## config.mk

```make
export PLATFORM = sky130hd
export DESIGN_NAME = vcxo_pll_ctrl
export DESIGN_NICKNAME = d
export VERILOG_FILES = /design/src/rtl/vcxo_pll_pkg.sv /design/src/rtl/vcxo_phase_det.sv /design/src/rtl/vcxo_loop_filter.sv /design/src/rtl/vcxo_gain_ctrl.sv /design/src/rtl/vcxo_pll_ctrl.sv
export SDC_FILE = /design/constraint.sdc
export NUM_CORES = 1
export LEC_CHECK = 0
export BUFFER_PORTS_ARGS = -buffer_cell sky130_fd_sc_hd__buf_2
export CAP_MARGIN = 20
export CORE_MARGIN = 5
export CORE_UTILIZATION = 50
export CTS_CLUSTER_SIZE = 12
export DETAILED_ROUTE_END_ITERATION = 12
export GPL_ROUTABILITY_DRIVEN = 1
export PLACE_DENSITY = 0.75
export SKIP_CTS_REPAIR_TIMING = 1
export SLEW_MARGIN = 20
export SYNTH_ARGS = -nofsm -noshare
export SYNTH_HDL_FRONTEND = slang
export SYNTH_SLANG_ARGS = --single-unit
```

## constraint.sdc

```tcl
create_clock -name osc_clk -period 4 [get_ports osc_clk]
set_input_delay 0.6 -clock osc_clk [delete_from_list [all_inputs] [get_ports osc_clk]]
set_output_delay 0.6 -clock osc_clk [all_outputs]
set_load 0.005 [all_outputs]
```

## src/rtl/vcxo_pll_pkg.sv

```systemverilog
package vcxo_pll_pkg;
  typedef enum logic {
    GAIN_FAST = 1'b0,
    GAIN_SLOW = 1'b1
  } gain_mode_e;
endpackage

```

## src/rtl/vcxo_phase_det.sv

```systemverilog
module vcxo_phase_det #(
  parameter int DIV_LOG2    = 8,
  parameter int SYNC_STAGES = 2,
  parameter int DEADBAND    = 1
) (
  input  logic                       clk,
  input  logic                       rst_n,
  input  logic                       ref_in,
  output logic                       evt,
  output logic signed [DIV_LOG2-1:0] err,
  output logic        [DIV_LOG2-1:0] mag,
  output logic                       nz
);
  localparam int SH_W = SYNC_STAGES + 1;

  logic [SH_W-1:0]     ref_sh;
  logic [DIV_LOG2-1:0] div_cnt;

  // synchroniser plus one history stage for edge detection
  always_ff @(posedge clk or negedge rst_n) begin
    if (!rst_n) ref_sh <= '0;
    else        ref_sh <= {ref_sh[SH_W-2:0], ref_in};
  end

  // divide-by-2^DIV_LOG2 counter; its wrap is the divided clock edge
  always_ff @(posedge clk or negedge rst_n) begin
    if (!rst_n) div_cnt <= '0;
    else        div_cnt <= div_cnt + 1'b1;
  end

  assign evt = ref_sh[SH_W-2] & ~ref_sh[SH_W-1];
  // two's complement reading centres the error on the divided edge
  assign err = $signed(div_cnt);
  assign mag = div_cnt[DIV_LOG2-1] ? (~div_cnt + 1'b1) : div_cnt;
  assign nz  = (mag > DIV_LOG2'(DEADBAND));

  AST_EVT_SINGLE: assert property (@(posedge clk) disable iff (!rst_n)
    evt |=> !evt);
endmodule

```

## src/rtl/vcxo_loop_filter.sv

```systemverilog
module vcxo_loop_filter #(
  parameter int ERR_W    = 8,
  parameter int DAC_W    = 16,
  parameter int HI_SHIFT = 6,
  parameter int LO_SHIFT = 2
) (
  input  logic                    clk,
  input  logic                    rst_n,
  input  logic                    evt,
  input  logic signed [ERR_W-1:0] err,
  input  logic                    nz,
  input  logic                    slow,
  output logic [DAC_W-1:0]        word,
  output logic                    valid
);
  localparam int SUM_W = DAC_W + 2;
  localparam logic [DAC_W-1:0] MID = DAC_W'(1) << (DAC_W - 1);
  localparam logic [DAC_W-1:0] TOP = '1;

  logic signed [SUM_W-1:0] ext, delta, sum;
  logic        [DAC_W-1:0] next_word;

  always_comb begin
    ext   = {{(SUM_W-ERR_W){err[ERR_W-1]}}, err};
    delta = slow ? (ext <<< LO_SHIFT) : (ext <<< HI_SHIFT);
    sum   = $signed({2'b00, word}) - delta;
    if (sum[SUM_W-1])                            next_word = '0;
    else if (sum > $signed({2'b00, TOP}))        next_word = TOP;
    else                                         next_word = sum[DAC_W-1:0];
  end

  always_ff @(posedge clk or negedge rst_n) begin
    if (!rst_n) begin
      word  <= MID;
      valid <= 1'b0;
    end else begin
      valid <= evt & nz;
      if (evt && nz) word <= next_word;
    end
  end

  AST_BEAT_ONE_CYCLE: assert property (@(posedge clk) disable iff (!rst_n)
    valid |=> !valid);
  AST_WORD_NEEDS_BEAT: assert property (@(posedge clk) disable iff (!rst_n)
    !$stable(word) |-> valid);
  AST_POS_ERR_NOT_UP: assert property (@(posedge clk) disable iff (!rst_n)
    (evt && nz && !err[ERR_W-1]) |=> (word <= $past(word)));
endmodule

```

## src/rtl/vcxo_gain_ctrl.sv

```systemverilog
module vcxo_gain_ctrl
  import vcxo_pll_pkg::*;
#(
  parameter int ERR_W      = 8,
  parameter int WIN_EVT    = 8,
  parameter int QUIET_MAX  = 1,
  parameter int RELOCK_ERR = 32
) (
  input  logic             clk,
  input  logic             rst_n,
  input  logic             evt,
  input  logic [ERR_W-1:0] mag,
  input  logic             nz,
  output gain_mode_e       mode
);
  localparam int WC_W = (WIN_EVT > 1) ? $clog2(WIN_EVT) : 1;
  localparam int CC_W = $clog2(WIN_EVT + 1);

  logic [WC_W-1:0] win_cnt;
  logic [CC_W-1:0] corr_cnt, corr_tot;
  logic            big;

  assign big      = (mag > ERR_W'(RELOCK_ERR));
  assign corr_tot = corr_cnt + CC_W'(nz);

  always_ff @(posedge clk or negedge rst_n) begin
    if (!rst_n) begin
      mode     <= GAIN_FAST;
      win_cnt  <= '0;
      corr_cnt <= '0;
    end else if (evt) begin
      if (mode == GAIN_SLOW) begin
        win_cnt  <= '0;
        corr_cnt <= '0;
        if (big) mode <= GAIN_FAST;
      end else if (win_cnt == WC_W'(WIN_EVT - 1)) begin
        win_cnt  <= '0;
        corr_cnt <= '0;
        if (corr_tot <= CC_W'(QUIET_MAX)) mode <= GAIN_SLOW;
      end else begin
        win_cnt  <= win_cnt + 1'b1;
        corr_cnt <= corr_tot;
      end
    end
  end

  AST_SLOW_AT_WINDOW_END: assert property (@(posedge clk) disable iff (!rst_n)
    $rose(mode) |-> ($past(evt) && $past(win_cnt) == WC_W'(WIN_EVT - 1)));
  AST_FAST_ON_BIG_ERR: assert property (@(posedge clk) disable iff (!rst_n)
    $fell(mode) |-> ($past(evt) && $past(mag) > ERR_W'(RELOCK_ERR)));
endmodule

```

## src/rtl/vcxo_pll_ctrl.sv

```systemverilog
module vcxo_pll_ctrl
  import vcxo_pll_pkg::*;
#(
  parameter int DIV_LOG2   = 8,
  parameter int DAC_W      = 16,
  parameter int HI_SHIFT   = 6,
  parameter int LO_SHIFT   = 2,
  parameter int DEADBAND   = 1,
  parameter int WIN_EVT    = 8,
  parameter int QUIET_MAX  = 1,
  parameter int RELOCK_ERR = 32
) (
  input  logic             osc_clk,
  input  logic             rst_n,
  input  logic             ref_sync,
  output logic [DAC_W-1:0] dac_word,
  output logic             dac_valid,
  output logic             loose_lock
);
  logic                       evt, nz;
  logic signed [DIV_LOG2-1:0] err;
  logic        [DIV_LOG2-1:0] mag;
  gain_mode_e                 mode;

  vcxo_phase_det #(
    .DIV_LOG2(DIV_LOG2), .SYNC_STAGES(2), .DEADBAND(DEADBAND)
  ) u_pd (
    .clk(osc_clk), .rst_n(rst_n), .ref_in(ref_sync),
    .evt(evt), .err(err), .mag(mag), .nz(nz)
  );

  vcxo_loop_filter #(
    .ERR_W(DIV_LOG2), .DAC_W(DAC_W), .HI_SHIFT(HI_SHIFT), .LO_SHIFT(LO_SHIFT)
  ) u_lf (
    .clk(osc_clk), .rst_n(rst_n), .evt(evt), .err(err), .nz(nz),
    .slow(mode == GAIN_SLOW), .word(dac_word), .valid(dac_valid)
  );

  vcxo_gain_ctrl #(
    .ERR_W(DIV_LOG2), .WIN_EVT(WIN_EVT), .QUIET_MAX(QUIET_MAX),
    .RELOCK_ERR(RELOCK_ERR)
  ) u_gc (
    .clk(osc_clk), .rst_n(rst_n), .evt(evt), .mag(mag), .nz(nz), .mode(mode)
  );

  assign loose_lock = (mode == GAIN_SLOW);
endmodule

```

==> results by group, run 1 <==
GRT
  • Overflow after GRT: 0
  • First-pass GRT wire length: 10.8 mm
  • Vias in the first global route: 2,204
  • Initial antenna violation count: 0
  • Largest net degree at the start of global routing: 36
  • GRT Total Usage: 18.6%

Power and ir drop
  • Int Pwr: 1.08 mW
  • Final Power: 2.02 mW
  • Combinational Power Share: 59.3%
  • Clock network fraction of total power: 13.4%
  • Power Dens Cells: 692 nW/um^2
  • Sequential share of power: 27.3%
  • Switching share of power: 46.3%
  • Pleak: 1.32 nW
  • Sw power: 935 uW
  • Worst IR Drop VDD: 0.303 mV

Placed design
  • GP Congestion: 0.921
  • Port Buffer Count: 20
  • HPWL Detailed: 4.46 mm
  • Cells after DPL: 377
  • Dpl cell area: 2820 um^2

Synthesis
  • Post-synth net total: 332
  • Dominant register cell in the synthesized netlist: dfrtp_1
  • Synth warnings: 0
  • Seq/Total Area, Yosys: 32.5%
  • Unique cell type count in the Yosys netlist: 53
  • Top cell type's share of synthesized area: 31.5%
  • Netlist Area Pre-Place: 2700 um^2
  • Ys async rst share: 100%
  • Yosys top cell by area: dfrtp_1
  • Post-Syn Area per Cell: 8.90 um^2
  • Top post-synthesis cells by area: dfrtp_1 (32%), ha_1 (12%), o21ai_0 (5.2%)
  • Yosys reg bits: 35
  • Post-synth EDFFs: 0
  • Cells after synthesis: 303

Critical path
  • Required @ worst endpoint: 4.18 ns
  • CP Class: reg -> reg
  • Crit end category: register
  • CP Max Fanout: 19
  • Arrival time at the worst endpoint: 3.90 ns
  • Crit path launch type: register
  • Reg2reg setup slack: 0.28 ns

Timing
  • Max-slew violation count: 0
  • Slew headroom: 47.8%
  • RSZ-0062 raised after global routing: no
  • Final Critical Period: 3.72 ns
  • Period Utilization, post-route: 92.9%
  • TNS Setup: 0 ns
  • Setup Skew: 0.00803 ns
  • Least-Margin Pin Slew: 0.782 ns
  • Hold Vio Cnt, Final: 0
  • Fmax: 0.269 GHz
  • Setup-failing EPs final: 0

Die
  • Die H: 83.5 um
  • Starting density of the core: 52.2%
  • # IOs: 21
  • Die area: 6960 um^2
  • Row count: 26
  • Die width: 83.5 um
  • Core footprint: 5170 um^2

Cells and area
  • Register Area: 877 um^2
  • Filler cells: 465
  • Post-route cell area: 2920 um^2
  • Ant diodes: 0
  • Fin cells: 386
  • P&R area growth vs syn: 8.12%
  • Ratio of cells with drive above 1 in the final layout: 13.6%
  • Area of the multi-input gates: 1710 um^2
  • Final Net Count: 344

Clocking
  • CTS clock-pin slew for the worst setup and hold paths: 0.08 ns
  • CTS Buf Count: 5
  • Root Buffer: clkbuf_8
  • CTS tree: built
  • Worst skew pair latency: 0.30 ns
  • Sink Count: 35
  • Clk buf depth: 2
  • CTS HTree Levels: 2

Detailed routing
  • Vias: 2,316
  • Post-route ant nets: 0
  • Drt wl/cell: 16.1 um
  • First-pass DRT Iterations: 5
  • Wirelength, routed: 6.20 mm
  • DRC violations left: 0
  • Vias per cell: 6.00
  • Initial DRC Count: 223

Worst hold path
  • Hold WC Path Type: reg -> reg

Job
  • # Max-Cap Violations: 0

Outcome
  • Outcome: finished clean
## worst max-delay path, stage by stage, from the launching register on
cell and delay (ns):
dfrtp_1 0.77, and2_1 0.23, ha_1 0.19, inv_1 0.06
fa_1 0.41, a21o_1 0.23, a221oi_2 0.42, o211ai_1 0.23
a21oi_2 0.46, nand2b_1 0.26, a21boi_0 0.23, o22ai_1 0.09
## cell families (layout without fill, tap and decap cells)
logic type | Yosys count | in the layout | share of synthesized area (%)
AO/OA/AOI/OAI | 100 | 100 | 24.4
AND/OR/NAND/NOR | 84 | 84 | 16.2
multiplexers | 9 | 9 | 3.34
adder cells (fa/ha/maj) | 26 | 26 | 12.3
flip-flops | 35 | 35 | 32.5
buffers and inverters | 27 | 40 | 4.08
XOR/XNOR | 22 | 22 | 7.14
## per-stage QoR
| step | utilization (%) | hold WS [ns] | worst slack [ns] |
|---|---|---|---|
| after floorplan | - | 0.304 | 0.633 |
| after global placement | 54.5 | 0.339 | 0.384 |
| after global routing | 56.4 | 0.360 | 0.0197 |
| final | 56.4 | 0.351 | 0.284 |
| after CTS | 56.2 | 0.353 | 0.354 |
| after detailed placement | 54.5 | 0.335 | 0.385 |
## cell usage after synthesis, types with 7 or more instances
cell / count
a21oi_1: 25
xnor2_1: 12
and3_1: 7
clkbuf_1: 9
ha_1: 25
inv_1: 9
xor2_1: 10
a21o_1: 9
nand3_1: 12
dfrtp_1: 34
o21ai_0: 28
mux2i_1: 9
nand2_1: 29
nor2_1: 7
## state kept, by name, summed over array words and instances, names as in the netlist
signal         count
u_gc.corr_cnt      4
u_gc.win_cnt       3
u_pd.ref_sh        3
u_gc.mode          1
u_pd.err           8
u_lf.valid         1
u_lf.word         15
## layout by cell type, fill, tap and decap left out, drive strengths merged, types with 7 or more instances in the layout
cell type	count
mux2i	9
xor2	10
buf	21
nand2	29
nor2	7
ha	25
a21oi	26
xnor2	12
nand3	12
dfrtp	34
nor3	7
a21o	9
o21ai	28
inv	10
and3	7
## final cells by class
type                    count  share of cell area, %
flip-flops and latches     35                   30.1
clock buffers               5                   2.36
well taps                  70                   3.00
repair buffers             22                   3.95
inverters                  10                   1.29
clock inverters             3                  0.686
multi-input cells         241                   58.6
## metal layers
metal,part of all wire [%],vias to the layer above,global-route usage [%]
met3,5.8,12,3.36
li1,-,1124,-
met2,46,70,28.6
met5,0,-,0
met4,2.1,0,6.14
met1,46,1110,26.5
## power groups by stage
stage          combinational [mW]  sequential, mW  clock (mW)
6_report                     1.20           0.551       0.270
5_1_grt                      1.36           0.569       0.289
4_1_cts                      1.19           0.553       0.275
3_5_place_dp                 1.18           0.559           0
3_3_place_gp                 1.16           0.555           0
2_1_floorplan               0.900           0.541           0
## final timing paths
check	start	endpoint	depth (start not counted)
min in group asynchronous	rst_n	u_lf.word[14]	1
worst max register to register	u_gc.mode	u_lf.word[2]	11
worst min register to register	u_pd.ref_sh[0]	u_pd.ref_sh[1]	0
worst min-delay path	u_pd.ref_sh[0]	u_pd.ref_sh[1]	0
worst max-delay path	u_gc.mode	u_lf.word[2]	11
max in group asynchronous	rst_n	u_pd.ref_sh[2]	1
Power figures use the tool's default switching activity.
==> run 2: changes to the inputs <==
--- a/config.mk
+++ b/config.mk
@@ -12,7 +12,7 @@
 export CTS_CLUSTER_SIZE = 12
 export DETAILED_ROUTE_END_ITERATION = 12
 export GPL_ROUTABILITY_DRIVEN = 1
-export PLACE_DENSITY = 0.75
+export PLACE_DENSITY = 0.79
 export SKIP_CTS_REPAIR_TIMING = 1
 export SLEW_MARGIN = 20
 export SYNTH_ARGS = -nofsm -noshare
==> run 2 against run 1 <==
Against the previous run:
- clock power shrank 3%
- routed wire length increased by 2.5%
- cell count fell by 0.26%
==> results by group, run 2 (synthesized netlist as in run 1, its figures left out) <==
Detailed routing
  • Wirelength, routed: 6.35 mm (was 6.20 mm)
  • Initial DRC Count: 182 (was 223)
  • M1 WL: 2.98 mm (was 2.86 mm)
  • First-pass DRT Iterations: 4 (was 5)
  • Metal3 WL: 324 um (was 358 um)
  • Drt wl/cell: 16.5 um (was 16.1 um)
  • Uppermost layer routed: met4 (unchanged)
  • DRC violations left: 0 (unchanged)
  • Vias: 2,278 (was 2,316)
  • Vias per cell: 5.92 (was 6.00)
  • Post-route ant nets: 0 (unchanged)
  • WL met2: 2.90 mm (was 2.85 mm)

Clocking
  • Clk buf depth: 2 (unchanged)
  • Worst skew pair latency: 0.30 ns (about the same)
  • CTS Buf Count: 5 (unchanged)
  • Sink Count: 35 (unchanged)
  • CTS HTree Levels: 2 (unchanged)
  • CTS clock-pin slew for the worst setup and hold paths: 0.08 ns (about the same)
  • CTS tree: built (unchanged)
  • Root Buffer: clkbuf_8 (unchanged)

GRT
  • Vias in the first global route: 2,207 (was 2,204)
  • GRT Total Usage: 19.3% (was 18.6%)
  • Overflow after GRT: 0 (unchanged)
  • Initial antenna violation count: 0 (unchanged)
  • Largest net degree at the start of global routing: 36 (unchanged)
  • First-pass GRT wire length: 11.0 mm (was 10.8 mm)

Placed design
  • Port Buffer Count: 20 (unchanged)
  • GP Congestion: 0.959 (was 0.921)
  • HPWL Detailed: 4.55 mm (was 4.46 mm)

Critical path
  • Crit end category: register (unchanged)
  • Arrival time at the worst endpoint: 3.90 ns (about the same)
  • CP Max Fanout: 19 (unchanged)
  • Start point of the critical path: u_gc.mode (unchanged)
  • Reg-to-Reg End: u_lf.word[2] (unchanged)
  • Cells on worst reg2reg path: 11 (unchanged)
  • Reg2reg start: u_gc.mode (unchanged)
  • CP Class: reg -> reg (unchanged)
  • Reg2reg setup slack: 0.27 ns (was 0.28 ns)
  • Required @ worst endpoint: 4.17 ns (was 4.18 ns)
  • Crit path launch type: register (unchanged)

Timing
  • Fmax: 0.268 GHz (was 0.269 GHz)
  • Hold Vio Cnt, Final: 0 (unchanged)
  • Period Utilization, post-route: 93.3% (was 92.9%)
  • RSZ-0062 raised after global routing: no (unchanged)
  • Slew headroom: 30.8% (was 47.8%)
  • Least-Margin Pin Slew: 1.04 ns (was 0.782 ns)
  • Final Critical Period: 3.73 ns (was 3.72 ns)
  • Setup Skew: 0.00404 ns (was 0.00803 ns)
  • Max-slew violation count: 0 (unchanged)
  • Setup-failing EPs final: 0 (unchanged)
  • TNS Setup: 0 ns (unchanged)

Outcome
  • Outcome: finished clean (unchanged)

Die
  • Die H: 83.5 um (unchanged)
  • Die area: 6960 um^2 (unchanged)
  • Starting density of the core: 52.2% (unchanged)
  • # IOs: 21 (unchanged)
  • Core footprint: 5170 um^2 (unchanged)
  • Die width: 83.5 um (unchanged)
  • Row count: 26 (unchanged)

Cells and area
  • Ratio of cells with drive above 1 in the final layout: 13.0% (was 13.6%)
  • Area of the multi-input gates: 1710 um^2 (unchanged)
  • P&R area growth vs syn: 7.70% (was 8.12%)
  • Final Net Count: 343 (was 344)
  • Most frequent cells in the layout: dfrtp_1 (34), nand2_1 (29), o21ai_0 (28) (unchanged)
  • Most common cell after layout, fill and taps aside: dfrtp_1 (unchanged)
  • Ant diodes: 0 (unchanged)
  • Max reg flops: 15 (unchanged)
  • Filler cells: 473 (was 465)
  • Biggest register: u_lf.word (unchanged)
  • Fin util: 56.2% (was 56.4%)
  • Register Area: 877 um^2 (unchanged)

Power and ir drop
  • Sequential share of power: 27.5% (was 27.3%)
  • Worst IR Drop VDD: 0.270 mV (was 0.303 mV)
  • Combinational Power Share: 59.5% (was 59.3%)
  • Switching share of power: 46.3% (about the same)
  • Power Dens Cells: 694 nW/um^2 (was 692 nW/um^2)
  • Int Pwr: 1.08 mW (about the same)
  • Pleak: 1.32 nW (about the same)
  • Sw power: 934 uW (was 935 uW)
  • Clock network fraction of total power: 13.0% (was 13.4%)

Worst hold path
  • HP Start: u_pd.ref_sh[0] (unchanged)
  • Hold Crit Endpoint: u_pd.ref_sh[1] (unchanged)
  • Hold WC Path Type: reg -> reg (unchanged)
  • Worst hold path depth: 0 (unchanged)

Job
  • # Max-Cap Violations: 0 (unchanged)
==> run 2: cell types whose count changed in the layout (fill, tap and decap cells not counted), sizes merged <==
cell      delta
clkinvlp     -1
==> run 2: cell type report <==
type,count,share of cell area (%)
multi-input combinational,241,58.9
sequential,35,30.2
timing repair buffer,21,3.70
tap,70,3.01
clock buffer,6,2.50
inverter,10,1.29
clock inverter,2,0.431
==> run 2: worst max path at each step <==
stage / slack, ns / depth (start not counted) / to
3_3_place_gp: 0.38 / 11 / u_lf.word[2]
3_5_place_dp: 0.36 / 11 / u_lf.word[2]
5_1_grt: 0.005 / 9 / u_lf.word[2]
2_1_floorplan: 0.63 / 14 / u_lf.word[0]
4_1_cts: 0.33 / 11 / u_lf.word[2]
6_report: 0.27 / 11 / u_lf.word[2]
==> run 2: layer usage <==
metal,global-route usage [%],vias to the layer above
met3,3.95,12
li1,-,1119
met2,30.5,53
met1,25.7,1094
met5,0,-
met4,7.75,0
==> run 2: power by group through the flow <==
stage	Combinational, mW	Sequential (mW)	Clock (mW)
6_report	1.20	0.554	0.263
5_1_grt	1.35	0.572	0.290
4_1_cts	1.19	0.554	0.273
3_5_place_dp	1.18	0.559	0
3_3_place_gp	1.15	0.554	0
2_1_floorplan	0.900	0.541	0
==> run 2: critical path: stages (launching register included) <==
cell      delay (ns)
dfrtp_1         0.78
and2_1          0.24
ha_1            0.22
inv_1           0.07
fa_1            0.39
a21o_1          0.22
a221oi_2        0.42
o211ai_1        0.22
a21oi_2         0.45
nand2b_1        0.27
a21boi_0        0.24
o22ai_1         0.09
==> run 2: per-stage QoR <==
step           power, mW  instance area, um^2  hold WS (ns)  std cells  setup WS (ns)
6_report            2.02                 2910         0.351        385          0.268
5_1_grt             2.21                 2910         0.362        385        0.00542
4_1_cts             2.01                 2910         0.353        385          0.326
3_5_place_dp        1.74                 2820         0.335        377          0.362
3_3_place_gp        1.71                 2820         0.334        377          0.385
2_1_floorplan       1.44                 2700         0.304        303          0.633
